`src/rtl/boot_seq_pkg.sv`:
```
package boot_seq_pkg;
  localparam int MBX_AW = 8;

  localparam logic [MBX_AW-1:0] OFF_IMG  = 8'h00;
  localparam logic [MBX_AW-1:0] OFF_PBL  = 8'h04;
  localparam logic [MBX_AW-1:0] OFF_CMD  = 8'h08;
  localparam logic [MBX_AW-1:0] OFF_LDR  = 8'h0C;
  localparam logic [MBX_AW-1:0] OFF_META = 8'h10;
  localparam logic [MBX_AW-1:0] OFF_CODE = 8'h14;
  localparam logic [MBX_AW-1:0] OFF_LEN  = 8'h18;

  typedef enum logic [1:0] {PH_PRIMARY, PH_LOADER, PH_META, PH_IMAGE} phase_e;
  typedef enum logic [1:0] {EK_NONE, EK_TIMEOUT, EK_BADSTAT, EK_NEGSTAT} errkind_e;
  typedef enum logic [2:0] {
    SRC_IMG, SRC_ZERO, SRC_META, SRC_CMD_META, SRC_CODE, SRC_CMD_LOAD, SRC_LEN
  } wsrc_e;

  // strobes from control to datapath
  typedef struct packed {
    logic              wr;
    logic              rd;
    logic [MBX_AW-1:0] addr;
    wsrc_e             src;
    logic              timerClr;
    logic              capture;
    logic              setDone;
    logic              setErr;
    errkind_e          kind;
  } strobe_t;
endpackage

```
`src/rtl/boot_seq_ctrl.sv`:
```
module boot_seq_ctrl
  import boot_seq_pkg::*;
#(
  parameter int DATA_W = 32
) (
  input  logic              clk,
  input  logic              rstN,
  input  logic              start,
  input  logic [DATA_W-1:0] rdData,
  input  logic              expired,
  output phase_e            curPhase,
  output strobe_t           stb
);
  typedef enum logic [3:0] {
    S_IDLE, S_IMG, S_PBL_RD, S_PBL_CHK, S_LDR_RD, S_LDR_CHK, S_CLRLEN, S_META,
    S_CMD1, S_META_RD, S_META_CHK, S_CODE, S_CMD2, S_LEN, S_AUTH_RD, S_AUTH_CHK
  } state_e;

  state_e st, nxt;
  logic   isNeg;
  logic   isZero;

  assign isNeg  = rdData[DATA_W-1];
  assign isZero = (rdData == '0);

  always_comb begin
    case (st)
      S_LDR_RD, S_LDR_CHK:   curPhase = PH_LOADER;
      S_META_RD, S_META_CHK: curPhase = PH_META;
      S_AUTH_RD, S_AUTH_CHK: curPhase = PH_IMAGE;
      default:               curPhase = PH_PRIMARY;
    endcase
  end

  always_comb begin
    stb = '0;
    nxt = st;
    case (st)
      S_IDLE: if (start) begin stb.capture = 1'b1; nxt = S_IMG; end
      S_IMG: begin
        stb.wr = 1'b1; stb.addr = OFF_IMG; stb.src = SRC_IMG;
        stb.timerClr = 1'b1; nxt = S_PBL_RD;
      end
      S_PBL_RD: begin stb.rd = 1'b1; stb.addr = OFF_PBL; nxt = S_PBL_CHK; end
      S_PBL_CHK: begin
        if (rdData == DATA_W'(1)) begin stb.timerClr = 1'b1; nxt = S_LDR_RD; end
        else if (!isZero) begin stb.setErr = 1'b1; stb.kind = EK_BADSTAT; nxt = S_IDLE; end
        else if (expired) begin stb.setErr = 1'b1; stb.kind = EK_TIMEOUT; nxt = S_IDLE; end
        else nxt = S_PBL_RD;
      end
      S_LDR_RD: begin stb.rd = 1'b1; stb.addr = OFF_LDR; nxt = S_LDR_CHK; end
      S_LDR_CHK: begin
        if (isNeg) begin stb.setErr = 1'b1; stb.kind = EK_NEGSTAT; nxt = S_IDLE; end
        else if (rdData == DATA_W'(1) || rdData == DATA_W'(2)) nxt = S_CLRLEN;
        else if (!isZero) begin stb.setErr = 1'b1; stb.kind = EK_BADSTAT; nxt = S_IDLE; end
        else if (expired) begin stb.setErr = 1'b1; stb.kind = EK_TIMEOUT; nxt = S_IDLE; end
        else nxt = S_LDR_RD;
      end
      S_CLRLEN: begin stb.wr = 1'b1; stb.addr = OFF_LEN; stb.src = SRC_ZERO; nxt = S_META; end
      S_META:   begin stb.wr = 1'b1; stb.addr = OFF_META; stb.src = SRC_META; nxt = S_CMD1; end
      S_CMD1: begin
        stb.wr = 1'b1; stb.addr = OFF_CMD; stb.src = SRC_CMD_META;
        stb.timerClr = 1'b1; nxt = S_META_RD;
      end
      S_META_RD: begin stb.rd = 1'b1; stb.addr = OFF_LDR; nxt = S_META_CHK; end
      S_META_CHK: begin
        if (isNeg) begin stb.setErr = 1'b1; stb.kind = EK_NEGSTAT; nxt = S_IDLE; end
        else if (rdData == DATA_W'(3)) nxt = S_CODE;
        else if (expired) begin stb.setErr = 1'b1; stb.kind = EK_TIMEOUT; nxt = S_IDLE; end
        else nxt = S_META_RD;
      end
      S_CODE: begin stb.wr = 1'b1; stb.addr = OFF_CODE; stb.src = SRC_CODE; nxt = S_CMD2; end
      S_CMD2: begin stb.wr = 1'b1; stb.addr = OFF_CMD; stb.src = SRC_CMD_LOAD; nxt = S_LEN; end
      S_LEN: begin
        stb.wr = 1'b1; stb.addr = OFF_LEN; stb.src = SRC_LEN;
        stb.timerClr = 1'b1; nxt = S_AUTH_RD;
      end
      S_AUTH_RD: begin stb.rd = 1'b1; stb.addr = OFF_LDR; nxt = S_AUTH_CHK; end
      S_AUTH_CHK: begin
        if (isNeg) begin stb.setErr = 1'b1; stb.kind = EK_NEGSTAT; nxt = S_IDLE; end
        else if (rdData == DATA_W'(4)) begin stb.setDone = 1'b1; nxt = S_IDLE; end
        else if (expired) begin stb.setErr = 1'b1; stb.kind = EK_TIMEOUT; nxt = S_IDLE; end
        else nxt = S_AUTH_RD;
      end
      default: nxt = S_IDLE;
    endcase
  end

  always_ff @(posedge clk) begin
    if (!rstN) st <= S_IDLE;
    else       st <= nxt;
  end
endmodule

```
`src/rtl/boot_seq_dp.sv`:
```
module boot_seq_dp
  import boot_seq_pkg::*;
#(
  parameter int DATA_W    = 32,
  parameter int T_PRIMARY = 1000,
  parameter int T_LOADER  = 5000,
  parameter int T_META    = 1000,
  parameter int T_IMAGE   = 10000
) (
  input  logic              clk,
  input  logic              rstN,
  input  logic              msTick,
  input  strobe_t           stb,
  input  phase_e            curPhase,
  input  logic [DATA_W-1:0] imgAddr,
  input  logic [DATA_W-1:0] metaAddr,
  input  logic [DATA_W-1:0] codeAddr,
  input  logic [DATA_W-1:0] codeLen,
  input  logic [DATA_W-1:0] rdData,
  output logic              expired,
  output logic              busWr,
  output logic              busRd,
  output logic [MBX_AW-1:0] busAddr,
  output logic [DATA_W-1:0] busWdata,
  output logic              done,
  output logic              error,
  output logic [3:0]        errCode,
  output logic [DATA_W-1:0] errStatus
);
  localparam int T_AB  = (T_PRIMARY > T_LOADER) ? T_PRIMARY : T_LOADER;
  localparam int T_CD  = (T_META > T_IMAGE) ? T_META : T_IMAGE;
  localparam int T_MAX = (T_AB > T_CD) ? T_AB : T_CD;
  localparam int CNT_W = $clog2(T_MAX + 1);
  localparam logic [CNT_W-1:0] CNT_TOP = CNT_W'(T_MAX);

  logic [CNT_W-1:0]  tickCnt, limit;
  logic [DATA_W-1:0] imgQ, metaQ, codeQ, lenQ;

  always_comb begin
    case (curPhase)
      PH_PRIMARY: limit = CNT_W'(T_PRIMARY);
      PH_LOADER:  limit = CNT_W'(T_LOADER);
      PH_META:    limit = CNT_W'(T_META);
      default:    limit = CNT_W'(T_IMAGE);
    endcase
  end

  assign expired = (tickCnt >= limit);

  always_ff @(posedge clk) begin
    if (!rstN || stb.timerClr) tickCnt <= '0;
    else if (msTick && tickCnt != CNT_TOP) tickCnt <= tickCnt + 1'b1;
  end

  always_ff @(posedge clk) begin
    if (!rstN) begin
      imgQ <= '0; metaQ <= '0; codeQ <= '0; lenQ <= '0;
    end else if (stb.capture) begin
      imgQ <= imgAddr; metaQ <= metaAddr; codeQ <= codeAddr; lenQ <= codeLen;
    end
  end

  assign busWr   = stb.wr;
  assign busRd   = stb.rd;
  assign busAddr = stb.addr;

  always_comb begin
    case (stb.src)
      SRC_IMG:      busWdata = imgQ;
      SRC_META:     busWdata = metaQ;
      SRC_CMD_META: busWdata = DATA_W'(1);
      SRC_CODE:     busWdata = codeQ;
      SRC_CMD_LOAD: busWdata = DATA_W'(2);
      SRC_LEN:      busWdata = lenQ;
      default:      busWdata = '0;
    endcase
  end

  always_ff @(posedge clk) begin
    if (!rstN || stb.capture) begin
      done <= 1'b0; error <= 1'b0; errCode <= '0; errStatus <= '0;
    end else if (stb.setDone) begin
      done <= 1'b1;
    end else if (stb.setErr) begin
      error     <= 1'b1;
      errCode   <= {curPhase, stb.kind};
      errStatus <= rdData;
    end
  end
endmodule

```
`src/rtl/cop_boot_seq.sv`:
```
module cop_boot_seq
  import boot_seq_pkg::*;
#(
  parameter int DATA_W    = 32,
  parameter int T_PRIMARY = 1000,
  parameter int T_LOADER  = 5000,
  parameter int T_META    = 1000,
  parameter int T_IMAGE   = 10000
) (
  input  logic              clk,
  input  logic              rstN,
  input  logic              start,
  input  logic              msTick,
  input  logic [DATA_W-1:0] imgAddr,
  input  logic [DATA_W-1:0] metaAddr,
  input  logic [DATA_W-1:0] codeAddr,
  input  logic [DATA_W-1:0] codeLen,
  output logic              busWr,
  output logic              busRd,
  output logic [7:0]        busAddr,
  output logic [DATA_W-1:0] busWdata,
  input  logic [DATA_W-1:0] busRdata,
  output logic              done,
  output logic              error,
  output logic [3:0]        errCode,
  output logic [DATA_W-1:0] errStatus
);
  strobe_t stb;
  phase_e  curPhase;
  logic    expired;

  boot_seq_ctrl #(.DATA_W(DATA_W)) uCtrl (
    .clk(clk), .rstN(rstN), .start(start), .rdData(busRdata),
    .expired(expired), .curPhase(curPhase), .stb(stb)
  );

  boot_seq_dp #(
    .DATA_W(DATA_W), .T_PRIMARY(T_PRIMARY), .T_LOADER(T_LOADER),
    .T_META(T_META), .T_IMAGE(T_IMAGE)
  ) uDp (
    .clk(clk), .rstN(rstN), .msTick(msTick), .stb(stb), .curPhase(curPhase),
    .imgAddr(imgAddr), .metaAddr(metaAddr), .codeAddr(codeAddr), .codeLen(codeLen),
    .rdData(busRdata), .expired(expired),
    .busWr(busWr), .busRd(busRd), .busAddr(busAddr), .busWdata(busWdata),
    .done(done), .error(error), .errCode(errCode), .errStatus(errStatus)
  );
endmodule

```
`config.mk`:
```
export PLATFORM = sky130hd
export DESIGN_NAME = cop_boot_seq
export DESIGN_NICKNAME = d
export VERILOG_FILES = /design/src/rtl/boot_seq_pkg.sv /design/src/rtl/boot_seq_ctrl.sv /design/src/rtl/boot_seq_dp.sv /design/src/rtl/cop_boot_seq.sv
export SDC_FILE = /design/constraint.sdc
export NUM_CORES = 1
export LEC_CHECK = 0
export ABC_CLOCK_PERIOD_IN_PS = 3500
export BUFFER_PORTS_ARGS = -buffer_cell sky130_fd_sc_hd__buf_4
export CAP_MARGIN = 25
export CORE_MARGIN = 5
export CORE_UTILIZATION = 47
export DETAILED_ROUTE_END_ITERATION = 12
export GPL_ROUTABILITY_DRIVEN = 0
export PLACE_DENSITY = 0.85
export SLEW_MARGIN = 20
export SYNTH_ARGS = -nofsm -noshare
export SYNTH_HDL_FRONTEND = slang
export SYNTH_HIERARCHICAL = 1
export SYNTH_SLANG_ARGS = --single-unit
```
`constraint.sdc`:
```
create_clock -name clk -period 3.5 [get_ports clk]
set_clock_uncertainty 0.05 [all_clocks]
set_input_delay 0.7 -clock clk [delete_from_list [all_inputs] [get_ports clk]]
set_output_delay 0.7 -clock clk [all_outputs]
set_load 0.1 [all_outputs]
```
# ---- Yosys cells after proc, flatten, opt, wreduce, memory -nomap -nowiden
# Cells that the tools add are included.
dict set report word_totals {
  register_bits 184
  inputBits 164
  out_inout_bits 80
  wordCells 100
}
dict set report op_classes {
  add_sub_neg 1
  magnitude_cmp 1
  n_eq_ne 28
  mux 39
  bitwise 1
  reduce_logical 20
}
# cell n
set op_table {}
lappend op_table {{case mux 32 bit (6 select lines)} 1}
lappend op_table {{equality test 32 x 2 -> 1 bit, second input constant} 2}
lappend op_table {{case mux 4 bit (16 select lines)} 1}
lappend op_table {{two-way mux 4 bit} 10}
lappend op_table {{two-way mux 3 bit} 11}
lappend op_table {{equality test 32 x 1 -> 1 bit, second input constant} 1}
lappend op_table {{equality test 32 x 3 -> 1 bit, second input constant} 1}
lappend op_table {{equality test 4 bit, second input constant} 8}
lappend op_table {{logical NOT 32 bit} 1}
lappend op_table {{case mux 5 bit (6 select lines)} 1}
lappend op_table {{case mux 14 bit (2 select lines)} 1}
lappend op_table {{case mux 3 bit (6 select lines)} 1}
lappend op_table {{equality test 4 x 3 -> 1 bit, second input constant} 4}
lappend op_table {{adder 14 x 1 -> 14 bit, second input constant} 1}
lappend op_table {{greater-or-equal comparator 14 bit} 1}
lappend op_table {{!= test 14 bit, second input constant} 1}
lappend op_table {{case mux 3 bit (4 select lines)} 1}
lappend op_table {{OR reduction 2 bit} 6}
lappend op_table {{equality test 3 bit, second input constant} 3}
lappend op_table {{equality test 4 x 2 -> 1 bit, second input constant} 2}
lappend op_table {{two-way mux 1 bit} 8}
lappend op_table {{OR reduction 7 bit} 1}
lappend op_table {{equality test 3 x 2 -> 1 bit, second input constant} 2}
lappend op_table {{case mux 2 bit (3 select lines)} 1}
lappend op_table {{16 further kinds} 20}

# ---- Depth between registers and ports, before layout
# Gate-level depths: netlist (run 1).
dict set report logic_depth {
  ltp_word 13
  mapped_depth 18
  mapped_depth_nobuf 15
}

# ---- Cells and area by module
# The synthesis (run 1) kept the hierarchy.
# module n_inst cells_per_inst area_per_inst_um2 seq_area_each_um2
set by_module_without_submodules {}
lappend by_module_without_submodules {boot_seq_dp 1 810 7714.9 3603.5}
lappend by_module_without_submodules {boot_seq_ctrl 1 126 834.6 80.1}

# ---- Worst setup path before layout (run 1)
# Ideal clock, no wire load.
dict set report synth_timing {
  kind {register to register}
  startpoint {register uCtrl.st[3]}
  endpoint {register uDp.errCode[0]}
  setup_ps 70
  t_arrival_ps 3719
  t_required_ps 3380
  setup_slack_ps -339
  stages_incl_launch_ff 19
  n_path_buf 4
  synth_period_minus_slack_ps 3839
  cell_sequence {dfxtp_1 -> clkbuf_1 -> buf_1 -> inv_1 -> nor2_1 -> nand2_1 -> ha_1 -> nor2b_1 -> a311o_1 -> a21oi_1 -> o21ai_0 -> nand2_1 -> nand3_1 -> a221o_1 -> nand2b_1 -> clkbuf_1 -> clkbuf_1 -> nand2_1 -> a21oi_1}
}
# element line_no
set synth_rtl {}
lappend synth_rtl {{start, declared} boot_seq_ctrl.sv:19} ;# state_e st, nxt;
lappend synth_rtl {{start signal, assigned} boot_seq_ctrl.sv:91} ;# else st <= nxt;
lappend synth_rtl {{end signal, assigned} boot_seq_dp.sv:86} ;# errCode <= {curPhase, stb.kind};
lappend synth_rtl {{end, declared} boot_seq_dp.sv:27} ;# output logic [3:0] errCode,

==> impl_metrics.json, run 1 <==
{
  "synth_seq_cells": 184,
  "holdCritStartpoint": "uDp/errStatus[0]",
  "synth-warning-count": 6,
  "avgSynthCellArea_um2": 9.13,
  "start_kind": "register",
  "tritoncts": "built",
  "dpl_cell_area_um2": 10600,
  "grtUsageTotal_pct": 22.5,
  "worst_slack_ns": 0.0381,
  "postLayoutCellArea_um2": 11600,
  "drt_wl_total_mm": 25.1,
  "synth_cells": 936,
  "timing.rr.end": "uDp/errStatus[21]",
  "wl_per_cell_um": 17.9,
  "cts_made_buffers": 17,
  "drv_slew": 0,
  "regToRegSetupSlack_ns": 0.06,
  "firstDrtPassIters": 5,
  "synth-async-reset-ratio_pct": 0,
  "io_buffer_count": 238,
  "synth_top_cell_area_share_pct": 43.1,
  "hold_viol": 0,
  "clock_path_buffers": 2,
  "finalSetupViolations": 0,
  "worstHoldPathCells": 2,
  "worstMarginPinSlew_ns": 0.545,
  "relSlewSlack_pct": 63.6,
  "arrival_ns": 2.71,
  "run_status": "completed",
  "hpwl_mm": 17.9,
  "grt_antenna_before_repair": 0,
  "syn_area_um2": 8550,
  "via_count": 7641,
  "min_period_ns": 3.46,
  "tns_ns": 0,
  "cap_violations": 0,
  "pre_cts_ws_ns": -0.155,
  "die_w_um": 145,
  "dieHeight_um": 145,
  "syn2layout_area_growth_pct": 35.7,
  "synth_cell_types": 55,
  "grt_start_max_net_pins": 105,
  "htreeDepth": 4,
  "drc_errors": 0,
  "rows": 49,
  "first_iter_violations": 548,
  "synthTopCellsByArea": "dfxtp_1 43%, mux2i_1 15%, nor2b_1 9.7%, nand2_1 5.7%, a22oi_1 5.4%",
  "multi_input_area_um2": 4610,
  "cts_sinks": 184,
  "worst_setup_path_end_kind": "output port",
  "reg2reg_depth": 17,
  "via_per_inst": 5.45,
  "dieArea_um2": 21000,
  "crit_fanout": 8,
  "synth_area_leader_cell": "dfxtp_1",
  "overflow": 0,
  "cts-root-buf": "clkbuf_16",
  "synth-edff-count": 0,
  "p_leak_uw": 0.00494,
  "ios": 244,
  "fin_nets": 1334,
  "fin_crit_sh_pct": 98.9,
  "diodes": 0,
  "grt_pass1_wl_mm": 37.3,
  "cts_hold_buf": 0,
  "ant_nets": 0,
  "reg2reg_from": "uCtrl/st[0]",
  "core-area_um2": 18000,
  "min_to": "uDp/errStatus[0]",
  "cp.required_ns": 2.75,
  "ir_drop_mv": 0.364,
  "grt_pass1_vias": 7275,
  "insertion_delay_ns": 0.42,
  "clkTransAtPathRegs_ns": 0.07,
  "path_class": "reg -> out",
  "start_util_pct": 47.6,
  "hp-class": "reg -> reg",
  "n_fill_cell": 1417,
  "synth_ff_type": "dfxtp_1",
  "final_layout_size_suffix_gt1_share_pct": 29.9,
  "power_density_nw_per_um2": 438,
  "clock.fmax_ghz": 0.289,
  "regArea_um2": 3690,
  "synth_seq_area_share_pct": 43.1
}
## critical path: stages, from the launching register on
cell      delay [ns]
dfxtp_1         0.34
nor2b_4         0.23
buf_4           0.15
mux2i_1         0.08
nor2_2          0.17
buf_4           0.18
nand2b_1        0.19
nor2_4          0.06
buf_12          0.14
buf_4           0.16
a22oi_1         0.24
nand2_1         0.16
buf_12          0.19
## layout by cell type, fill, tap and decap left out, types with 11 or more instances in the layout
cell / count
buf_4: 246
dfxtp_1: 181
mux2i_1: 131
nor2b_1: 131
nand2_1: 128
a22oi_1: 60
a21oi_1: 48
buf_6: 26
nor2_1: 25
clkbuf_16: 18
o21ai_0: 11
## logic make-up after synthesis
group,after synthesis,share of synthesized area [%]
fa+ha+maj,10,1.46
simple gates,352,22.0
flops,184,43.1
buf+inv,93,5.03
mux,132,15.5
compound gates,150,11.4
xor+xnor,14,1.43
other cells,1,0.0439
## synth_stat cells (7+ instances only)
library cell,number
dfxtp_1,184
nor2b_1,133
mux2i_1,131
nand2_1,129
a22oi_1,61
a21oi_1,49
clkbuf_1,48
nor2_1,31
buf_4,15
buf_2,14
o21ai_0,12
inv_1,11
nand2b_1,11
ha_1,10
xor2_1,9
nand3_1,7
## registers in the layout, indices dropped and copies added (netlist names), 4 cells and up
register,flops
uDp/codeQ,32
uDp/imgQ,32
uDp/errCode,4
uDp/tickCnt,14
uCtrl/st,4
uDp/metaQ,32
uDp/lenQ,32
uDp/errStatus,32
## cell type report
| class | count | share of cell area (%) |
|---|---|---|
| multi-input cells | 663 | 39.7 |
| flip-flops and latches | 184 | 31.8 |
| repair buffers | 283 | 20.3 |
| clock inverters | 12 | 1.40 |
| inverters | 11 | 0.356 |
| clock buffers | 20 | 3.94 |
| well taps | 229 | 2.47 |
## worst max-delay path by stage
stage | to | slack (ns) | from
after global routing | uDp/errStatus[21] | -0.07 | uCtrl/st[0]
after CTS | uDp/errStatus[31] | 0.003 | uCtrl/st[2]
after global placement | uDp/errStatus[16] | 0.08 | uCtrl/st[2]
final | busWdata[13] | 0.04 | uCtrl/st[0]
after floorplan | uDp/errCode[0] | 0.03 | uCtrl/st[3]
after detailed placement | uDp/errStatus[31] | -0.16 | uCtrl/st[2]
## power by group
| group | total (µW) | switching [µW] | internal [µW] | leakage, µW |
|---|---|---|---|---|
| clock | 2020 | 849 | 1170 | 0.000298 |
| combinational | 811 | 464 | 346 | 0.00314 |
| sequential | 2250 | 54.4 | 2190 | 0.00151 |
| total | 5080 | 1370 | 3710 | 0.00494 |
## per-layer routing
metal / track usage [%] / wire length [µm]
met5: 0 / 0
met4: 8.35 / 798
met3: 6.93 / 2850
met2: 38.2 / 12100
met1: 26.8 / 9350
## per-stage QoR
stage,total power (µW),util (%),hold slack [ns],std cells
3_5_place_dp,3080,59.2,0.399,1362
2_1_floorplan,2810,-,0.414,940
5_1_grt,5270,64.6,0.423,1402
4_1_cts,5100,63.0,0.409,1396
6_report,5080,64.6,0.408,1402
3_3_place_gp,3060,59.1,0.393,1361
## repair_timing
action                                  CTS  global route
cloned                                    0             1
hold endpoints to repair                  0             0
pin swaps                                 1             4
setup buffers                             2             5
endpoints found under the setup margin   67            68
resized for setup                        11            53
(Power assumes the default switching activity.)
==> run 2: changes to the inputs <==
Settings changed: CTS_BUF_LIST set to sky130_fd_sc_hd__clkbuf_8 sky130_fd_sc_hd__clkbuf_16.
==> run 2 against run 1 <==
Setup slack better by 0.0022 ns. First-iteration DRC count unchanged. Critical path depth unchanged. Wire length about the same. Register-to-register slack about the same. Power about the same. Clock power about the same. Die area unchanged. Combinational power about the same. Hold slack about the same. Non-clock buffer count unchanged. Cell area unchanged. Critical endpoint unchanged. Highest routed layer unchanged.
==> impl_metrics.json, run 2 (synthesis gave the netlist of run 1 again) <==
{
  "min_period_ns": 3.46,
  "run_status": "completed",
  "power_density_nw_per_um2": 437,
  "pwr-share-seq_pct": 44.2,
  "grt_start_max_net_pins": 105,
  "combPwrFrac_pct": 16.0,
  "pre_cts_ws_ns": -0.155,
  "n_fill_cell": 1417,
  "grt_pass1_vias": 7275,
  "path_class": "reg -> out",
  "final_layout_size_suffix_gt1_share_pct": 29.9,
  "start_kind": "register",
  "clock_path_buffers": 2,
  "grt_antenna_before_repair": 0,
  "diodes": 0,
  "worst_slack_ns": 0.0403,
  "die_w_um": 145,
  "drc_errors": 0,
  "final_common_cell": "buf_4",
  "firstDrtPassIters": 5,
  "crit_fanout": 8,
  "p_leak_uw": 0.00494,
  "insertion_delay_ns": 0.42,
  "syn2layout_area_growth_pct": 35.7,
  "p_int_uw": 3710,
  "worstMarginPinSlew_ns": 0.545,
  "clock.fmax_ghz": 0.289,
  "fin_crit_sh_pct": 98.8,
  "drt_wl_total_mm": 25.1,
  "io_buffer_count": 238,
  "drv_slew": 0,
  "hp-class": "reg -> reg",
  "grt_pass1_wl_mm": 37.3,
  "core-area_um2": 18000,
  "cts-root-buf": "clkbuf_16",
  "fin_nets": 1334,
  "p_switching_uw": 1370,
  "arrival_ns": 2.71,
  "final_cells": 1402,
  "cts_made_buffers": 17,
  "dpl_cell_area_um2": 10600,
  "start_util_pct": 47.6,
  "finalSetupViolations": 0,
  "tritoncts": "built",
  "wl_per_cell_um": 17.9,
  "rows": 49,
  "netSwitchingFraction_pct": 26.9,
  "worst_setup_path_end_kind": "output port",
  "hold_viol": 0,
  "ios": 244,
  "first_iter_violations": 548,
  "dieArea_um2": 21000,
  "overflow": 0,
  "cts_sinks": 184,
  "placed_cells": 1362,
  "p_clk_share_pct": 39.8,
  "grtUsageTotal_pct": 22.5,
  "via_count": 7634,
  "postLayoutCellArea_um2": 11600,
  "final_cell_mix": "246 x buf_4, 181 x dfxtp_1, 131 x mux2i_1, 131 x nor2b_1, 128 x nand2_1",
  "clkTransAtPathRegs_ns": 0.07,
  "hpwl_mm": 17.9,
  "cp.required_ns": 2.75,
  "relSlewSlack_pct": 63.6,
  "htreeDepth": 4,
  "cap_violations": 0,
  "ir_drop_mv": 0.363,
  "dieHeight_um": 145,
  "via_per_inst": 5.45,
  "ant_nets": 0
}
run 2: changes by cell type in the layout (fill, tap and decap cells not counted), sizes merged:
cell / before / now
clkbuf: 21 / 20
inv: 15 / 16
run 2: per-layer routing:
layer / GRT usage (%) / up-vias / share of wire (%)
met2: 38.2 / 348 / 48
li1: - / 3672 / -
met4: 8.35 / 0 / 3.1
met1: 26.8 / 3563 / 37
met5: 0 / - / 0
met3: 6.93 / 51 / 11
run 2: cell type report:
cell class / instances / area [µm²] / area share (%)
inverters: 11 / 41.3 / 0.356
flip-flops and latches: 184 / 3690 / 31.8
multi-input cells: 663 / 4610 / 39.7
clock buffers: 19 / 453 / 3.90
clock inverters: 13 / 166 / 1.43
well taps: 229 / 287 / 2.47
repair buffers: 283 / 2360 / 20.3
run 2: critical path, stage by stage (launching register included):
cell and delay [ns]:
dfxtp_1 0.34, nor2b_4 0.23, buf_4 0.15, mux2i_1 0.08, nor2_2 0.17, buf_4 0.18, nand2b_1 0.19, nor2_4 0.06
buf_12 0.14, buf_4 0.16, a22oi_1 0.24, nand2_1 0.16, buf_12 0.19
run 2: path summary, 6_finish.rpt:
| check | start | end | slack [ns] | depth (start not counted) |
|---|---|---|---|---|
| worst min register to register | uDp/errStatus[0] | uDp/errStatus[0] | 0.41 | 2 |
| worst max-delay path | uCtrl/st[0] | busWdata[13] | 0.04 | 12 |
| worst min-delay path | uDp/errStatus[0] | uDp/errStatus[0] | 0.41 | 2 |
| worst max register to register | uCtrl/st[0] | uDp/errStatus[21] | 0.06 | 17 |
run 2: what timing repair did:
action                     CTS  global route
hold buffers                 0             0
resized for setup           11            53
pin swaps                    1             4
gates cloned                 0             1
buffers inserted             2             5
setup endpoints to repair   67            68
run 2: stage by stage:
stage	TNS (ns)	hold WS [ns]	total power [µW]	util, %
after detailed placement	-3.82	0.399	3080	59.2
final	0	0.408	5080	64.6
after floorplan	0	0.414	2810	-
after global routing	-0.502	0.423	5270	64.6
after global placement	0	0.393	3060	59.1
after CTS	0	0.409	5090	63.0
run 2: power groups by stage:
| stage | Sequential (µW) | Clock, µW | Combinational (µW) |
|---|---|---|---|
| after detailed placement | 2290 | 0 | 782 |
| after CTS | 2250 | 2060 | 786 |
| after global routing | 2260 | 2150 | 862 |
| after floorplan | 2280 | 0 | 525 |
| after global placement | 2290 | 0 | 771 |
| final | 2250 | 2020 | 811 |
